`src/rtl/ctlrx_pkg.sv`:
```
package ctlrx_pkg;
  localparam int CTRL_W   = 16;
  localparam int ADDR_W   = 8;
  localparam int FRAME_W  = CTRL_W + ADDR_W;
  localparam logic [ADDR_W-1:0] DEV_ADDR = 8'hE7;

  typedef struct packed {
    logic [CTRL_W-1:0] word;
    logic [ADDR_W-1:0] addr;
  } frame_t;
endpackage

```
`src/rtl/ctlrx_sync.sv`:
```
module ctlrx_sync #(
  parameter int W = 1,
  parameter int STAGES = 2,
  parameter logic [W-1:0] RST_VAL = '0
) (
  input  logic         clk,
  input  logic         rst,
  input  logic [W-1:0] d_i,
  output logic [W-1:0] q_o
);
  logic [W-1:0] st [STAGES];

  for (genvar g = 0; g < STAGES; g++) begin : g_stage
    if (g == 0) begin : g_first
      always_ff @(posedge clk) begin
        if (rst) st[g] <= RST_VAL;
        else     st[g] <= d_i;
      end
    end else begin : g_next
      always_ff @(posedge clk) begin
        if (rst) st[g] <= RST_VAL;
        else     st[g] <= st[g-1];
      end
    end
  end

  assign q_o = st[STAGES-1];
endmodule

```
`src/rtl/ctlrx_shifter.sv`:
```
module ctlrx_shifter
  import ctlrx_pkg::*;
(
  input  logic   clk,
  input  logic   rst,
  input  logic   sclk_s,
  input  logic   sdat_s,
  input  logic   stb_s,
  output frame_t frame_o,
  output logic   load_o
);
  logic               sclk_d;
  logic               stb_d;
  logic [FRAME_W-1:0] shreg;
  logic               shift_en;

  assign shift_en = sclk_s & ~sclk_d & stb_s;
  assign load_o   = stb_d & ~stb_s;
  assign frame_o  = frame_t'(shreg);

  always_ff @(posedge clk) begin
    if (rst) begin
      sclk_d <= 1'b0;
      stb_d  <= 1'b1;
      shreg  <= '0;
    end else begin
      sclk_d <= sclk_s;
      stb_d  <= stb_s;
      if (shift_en) shreg <= {shreg[FRAME_W-2:0], sdat_s};
    end
  end

  // nothing is shifted while the strobe is low
  p_hold_low_r7: assert property (@(posedge clk) disable iff (rst)
    !stb_s |=> $stable(shreg));
endmodule

```
`src/rtl/ctlrx_regs.sv`:
```
module ctlrx_regs
  import ctlrx_pkg::*;
#(
  parameter logic [ADDR_W-1:0] MY_ADDR = DEV_ADDR
) (
  input  logic              clk,
  input  logic              rst,
  input  logic              load_i,
  input  frame_t            frame_i,
  output logic [CTRL_W-1:0] sys_q,
  output logic [CTRL_W-1:0] lvl_q
);
  logic hit;
  assign hit = load_i && (frame_i.addr == MY_ADDR);

  always_ff @(posedge clk) begin
    if (rst) begin
      sys_q <= '0;
      lvl_q <= '0;
    end else if (hit) begin
      if (frame_i.word[CTRL_W-1]) lvl_q <= frame_i.word;
      else                        sys_q <= frame_i.word;
    end
  end

  p_reject_r4: assert property (@(posedge clk) disable iff (rst)
    (load_i && frame_i.addr != MY_ADDR) |=> ($stable(sys_q) && $stable(lvl_q)));
  p_only_on_load_r6: assert property (@(posedge clk) disable iff (rst)
    !load_i |=> ($stable(sys_q) && $stable(lvl_q)));
  p_sys_sel_r5: assert property (@(posedge clk) disable iff (rst)
    !$stable(sys_q) |-> !sys_q[CTRL_W-1]);
  p_lvl_sel_r5: assert property (@(posedge clk) disable iff (rst)
    !$stable(lvl_q) |-> lvl_q[CTRL_W-1]);
endmodule

```
`src/rtl/ctlrx_mute.sv`:
```
module ctlrx_mute #(
  parameter int SAMPLE_W = 24
) (
  input  logic                clk,
  input  logic                rst,
  input  logic                mute_i,
  input  logic                in_valid,
  input  logic [SAMPLE_W-1:0] in_data,
  output logic                out_valid,
  output logic [SAMPLE_W-1:0] out_data
);
  always_ff @(posedge clk) begin
    if (rst) begin
      out_valid <= 1'b0;
      out_data  <= '0;
    end else begin
      out_valid <= in_valid;
      out_data  <= mute_i ? '0 : in_data;
    end
  end

  p_mute_zero_r9: assert property (@(posedge clk) disable iff (rst)
    mute_i |=> out_data == '0);
  p_pass_r10: assert property (@(posedge clk) disable iff (rst)
    !mute_i |=> out_data == $past(in_data));
  p_valid_r9: assert property (@(posedge clk) disable iff (rst)
    !$past(rst) |-> out_valid == $past(in_valid));
endmodule

```
`src/rtl/ctlrx_top.sv`:
```
module ctlrx_top
  import ctlrx_pkg::*;
#(
  parameter int SAMPLE_W  = 24,
  parameter int SYNC_N    = 2,
  parameter int MUTE_BIT  = 14
) (
  input  logic                clk,
  input  logic                rst,
  input  logic                ser_clk_i,
  input  logic                ser_dat_i,
  input  logic                ser_stb_i,
  input  logic                smp_valid_i,
  input  logic [SAMPLE_W-1:0] smp_data_i,
  output logic                smp_valid_o,
  output logic [SAMPLE_W-1:0] smp_data_o,
  output logic [CTRL_W-1:0]   sys_reg_o,
  output logic [CTRL_W-1:0]   lvl_reg_o
);
  logic [2:0] pins_s;
  frame_t     frame;
  logic       load;

  ctlrx_sync #(.W(3), .STAGES(SYNC_N), .RST_VAL(3'b100)) i_sync (
    .clk(clk), .rst(rst),
    .d_i({ser_stb_i, ser_clk_i, ser_dat_i}),
    .q_o(pins_s)
  );

  ctlrx_shifter i_shift (
    .clk(clk), .rst(rst),
    .sclk_s(pins_s[1]), .sdat_s(pins_s[0]), .stb_s(pins_s[2]),
    .frame_o(frame), .load_o(load)
  );

  ctlrx_regs #(.MY_ADDR(DEV_ADDR)) i_regs (
    .clk(clk), .rst(rst),
    .load_i(load), .frame_i(frame),
    .sys_q(sys_reg_o), .lvl_q(lvl_reg_o)
  );

  ctlrx_mute #(.SAMPLE_W(SAMPLE_W)) i_mute (
    .clk(clk), .rst(rst),
    .mute_i(lvl_reg_o[MUTE_BIT]),
    .in_valid(smp_valid_i), .in_data(smp_data_i),
    .out_valid(smp_valid_o), .out_data(smp_data_o)
  );
endmodule

```
`config.mk`:
```
export PLATFORM = sky130hd
export DESIGN_NAME = ctlrx_top
export DESIGN_NICKNAME = d
export VERILOG_FILES = /design/src/rtl/ctlrx_pkg.sv /design/src/rtl/ctlrx_sync.sv /design/src/rtl/ctlrx_shifter.sv /design/src/rtl/ctlrx_regs.sv /design/src/rtl/ctlrx_mute.sv /design/src/rtl/ctlrx_top.sv
export SDC_FILE = /design/constraint.sdc
export NUM_CORES = 1
export LEC_CHECK = 0
export BUFFER_PORTS_ARGS = -buffer_cell sky130_fd_sc_hd__buf_2
export CORE_ASPECT_RATIO = 0.8
export CORE_UTILIZATION = 44
export DETAILED_ROUTE_END_ITERATION = 10
export PLACE_DENSITY = 0.71
export SLEW_MARGIN = 20
export SYNTH_ARGS = -nofsm -noshare
export SYNTH_HDL_FRONTEND = slang
export SYNTH_HIERARCHICAL = 1
export SYNTH_SLANG_ARGS = --single-unit
```
`constraint.sdc`:
```
create_clock -name clk -period 2.6 [get_ports clk]
set_input_delay 0.52 -clock clk [delete_from_list [all_inputs] [get_ports clk]]
set_output_delay 0.52 -clock clk [all_outputs]
set_load 0.05 [all_outputs]
```
==> impl_metrics.json <==
{
  "area_growth_pct": 18.7,
  "cp.arrival_ps": 1980,
  "ff2ff_path_depth": 3,
  "numCtsBuffers": 9,
  "holdPathEnd": "i_sync/st[0][2]",
  "internal_power_mw": 2.07,
  "syn-cell-area_mm2": 0.00342,
  "drtIter0Drc": 120,
  "cts_tree": "yes",
  "crit_path_max_fanout": 15,
  "slew_headroom": 0.484,
  "p_sw_uw": 591,
  "timing.final.crit_share": 0.682,
  "dp_slack_ps": 855,
  "critPathLaunchType": "register",
  "wl_um": 7240,
  "min_from": "ser_stb_i",
  "rr_startpoint": "i_shift/frame_o[1]",
  "vias": 2549,
  "clockBufferDepth": 2,
  "syn_inst": 308,
  "hold_path_depth": 2,
  "gp_congestion": 0.778,
  "crit_chain": "nand4b_1 -> o31ai_1 -> a21oi_1",
  "placed_area_mm2": 0.00381,
  "drtPass1Iterations": 4,
  "dieArea_mm2": 0.00813,
  "ys.warnings.count": 6,
  "hold_viol": 0,
  "dp_cells": 475,
  "syn_avg_cell_area_um2": 11.1,
  "viasPerCell": 5.19,
  "async_reset_ff_frac": 0,
  "drc": 0,
  "powerDensity_mw_per_mm2": 655,
  "finalNetCount": 412,
  "ant_nets": 0,
  "multi_input_area_mm2": 0.00141,
  "max_stage_delay_ps": 640,
  "antenna_found_initial": 0,
  "cts_setup_buffers": 0,
  "r2r-end": "i_regs/lvl_q[10]",
  "combPwrFrac": 0.071,
  "synth_edf_count": 0,
  "grt_pass1_wl_um": 11400,
  "crit_type": "reg -> reg",
  "reg2reg_setup_slack_ps": 830,
  "p_leak_nw": 1.62,
  "crit_family": "simple AND/OR/NAND/NOR gates",
  "hold_class": "in -> reg",
  "drive_gt1_frac": 0.350,
  "core_mm2": 0.00746,
  "rows": 28,
  "dp_hpwl_um": 4740,
  "antenna_cells": 0,
  "setup_viol": 0,
  "io_buffers": 85,
  "ir_drop_mv": 0.489,
  "end_kind": "register",
  "cpMaxStageDelayCell": "nand4b_1",
  "initial_utilization": 0.458,
  "slew_viol_final": 0,
  "post-route-min-period_ps": 1770,
  "tightest_slew_ps": 769,
  "total_power_mw": 2.66,
  "grt_pass1_vias": 2273,
  "cts-hold-fix-buffers": 0,
  "synth-seq-cells": 88,
  "required_ps": 2810,
  "path_clk_slew_ps": 80,
  "outcome": "complete, no violations",
  "pwr-share-clk": 0.411,
  "fillCellCount": 696,
  "cts_resized": 0,
  "ios": 87,
  "grt_max_degree": 43,
  "grt-ovfl-total": 0,
  "seq_power_share": 0.518,
  "crit_buf_inv": 0,
  "seqCellArea_mm2": 0.00176,
  "die_w_um": 101,
  "clock-sinks": 88,
  "skew_ps": 8.53,
  "rsz0062_at_grt": "no",
  "fin_ws_ps": 827,
  "timing.fmax_ghz": 0.564,
  "clock_latency_ps": 350,
  "fp.dieH_um": 80.8,
  "cap_violations": 0,
  "grt_usage": 0.183,
  "syn_nets": 338,
  "yosysUniqueCellTypes": 28,
  "netSwitchingFraction": 0.222,
  "h-tree-depth": 3,
  "root_buffer": "clkbuf_8",
  "finalInstanceArea_mm2": 0.00406,
  "tns_ps": 0,
  "crit_start": "i_shift/frame_o[1]",
  "final-instance-count-excl-fill": 491,
  "ys.flop_type": "dfxtp_1",
  "wl_per_cell_um": 14.7,
  "ys_seq_area_frac": 0.515
}
==> cell usage after synthesis (2+ instances only) <==
library cell  number  share of area
clkbuf_1          12          0.013
buf_2              6         0.0088
o31ai_1           30          0.066
nor3b_1            4         0.0088
nand4b_1           2         0.0051
and2b_2            2         0.0051
nand2b_1          25          0.046
or2_1              3         0.0055
dfxtp_1           88           0.52
nor2b_1            5         0.0092
nand4_1           30          0.055
buf_6              8          0.026
buf_4              5          0.011
nor3b_2           20          0.073
buf_12             2          0.012
mux2i_1           24          0.070
a21oi_1           30          0.044
and4b_1            2         0.0059
==> power groups by stage <==
stage	logic [mW]	clock network [mW]	registers, mW
4_1_cts	0.191	1.12	1.38
5_1_grt	0.200	1.18	1.38
2_1_floorplan	0.0707	0	1.49
3_5_place_dp	0.190	0	1.41
6_report	0.189	1.09	1.38
3_3_place_gp	0.189	0	1.41
==> worst max path at each step <==
stage,slack [ps],endpoint,cells after the start
6_report,830,i_regs/lvl_q[10],3
5_1_grt,640,i_regs/lvl_q[6],3
4_1_cts,840,i_regs/lvl_q[8],3
3_5_place_dp,860,i_regs/lvl_q[8],3
3_3_place_gp,950,i_regs/lvl_q[8],3
2_1_floorplan,1310,i_regs/lvl_q[15],6
==> worst register-to-register path: cells and delay by family (launching register included) <==
| kind | cells | cell delay, ps |
|---|---|---|
| compound gates | 2 | 590 |
| simple gates | 1 | 640 |
| flops | 1 | 400 |
==> cell type report <==
cell class	count	share of cell area
well taps	105	0.0324
repair buffers	97	0.129
clock buffers	9	0.0305
clock inverters	6	0.0268
flip-flops and latches	88	0.434
multi-input cells	186	0.347
==> per-layer routing <==
| metal | share of wire | GRT usage | routed length, um |
|---|---|---|---|
| met4 | 0.013 | 0.0652 | 91 |
| met2 | 0.43 | 0.273 | 3130 |
| met1 | 0.47 | 0.246 | 3430 |
| met5 | 0 | 0 | 0 |
| met3 | 0.081 | 0.0663 | 584 |
==> flip-flops by register name, summed over array words and instances, names as in the netlist <==
name	flops
i_regs/lvl_q	16
i_mute/out_data	24
i_shift/sclk_d	1
i_shift/frame_o	24
i_mute/out_valid	1
i_shift/stb_d	1
i_regs/sys_q	15
i_sync/st	6
==> per-stage QoR <==
step / util / hold WS [ps]
floorplan: - / 383
global placement: 0.511 / 404
detailed placement: 0.511 / 403
CTS: 0.542 / 328
global route: 0.544 / 333
finish: 0.544 / 344
==> cell families after synthesis <==
family	count (synthesis)	share of synthesized area
simple gates	100	0.229
flops	88	0.515
compound gates	61	0.112
buf+inv	34	0.0725
mux	24	0.0703
other cells	1	0.00110
==> layout by cell type (no fill, tap or decap), drive strengths merged <==
cell type,count
conb,1
nand2b,25
nor2b,5
mux2i,24
dfxtp,88
bufinv,3
and4b,2
clkbuf,9
clkinv,3
a21oi,30
and2,1
buf,97
nand3b,1
nor2,1
nand4b,2
and4bb,1
nand2,1
o31ai,30
a31oi,1
and3b,1
or2,3
nand4bb,1
nand4,30
and2b,2
nor3b,24
No activity file was read; power rests on OpenSTA's default activity.
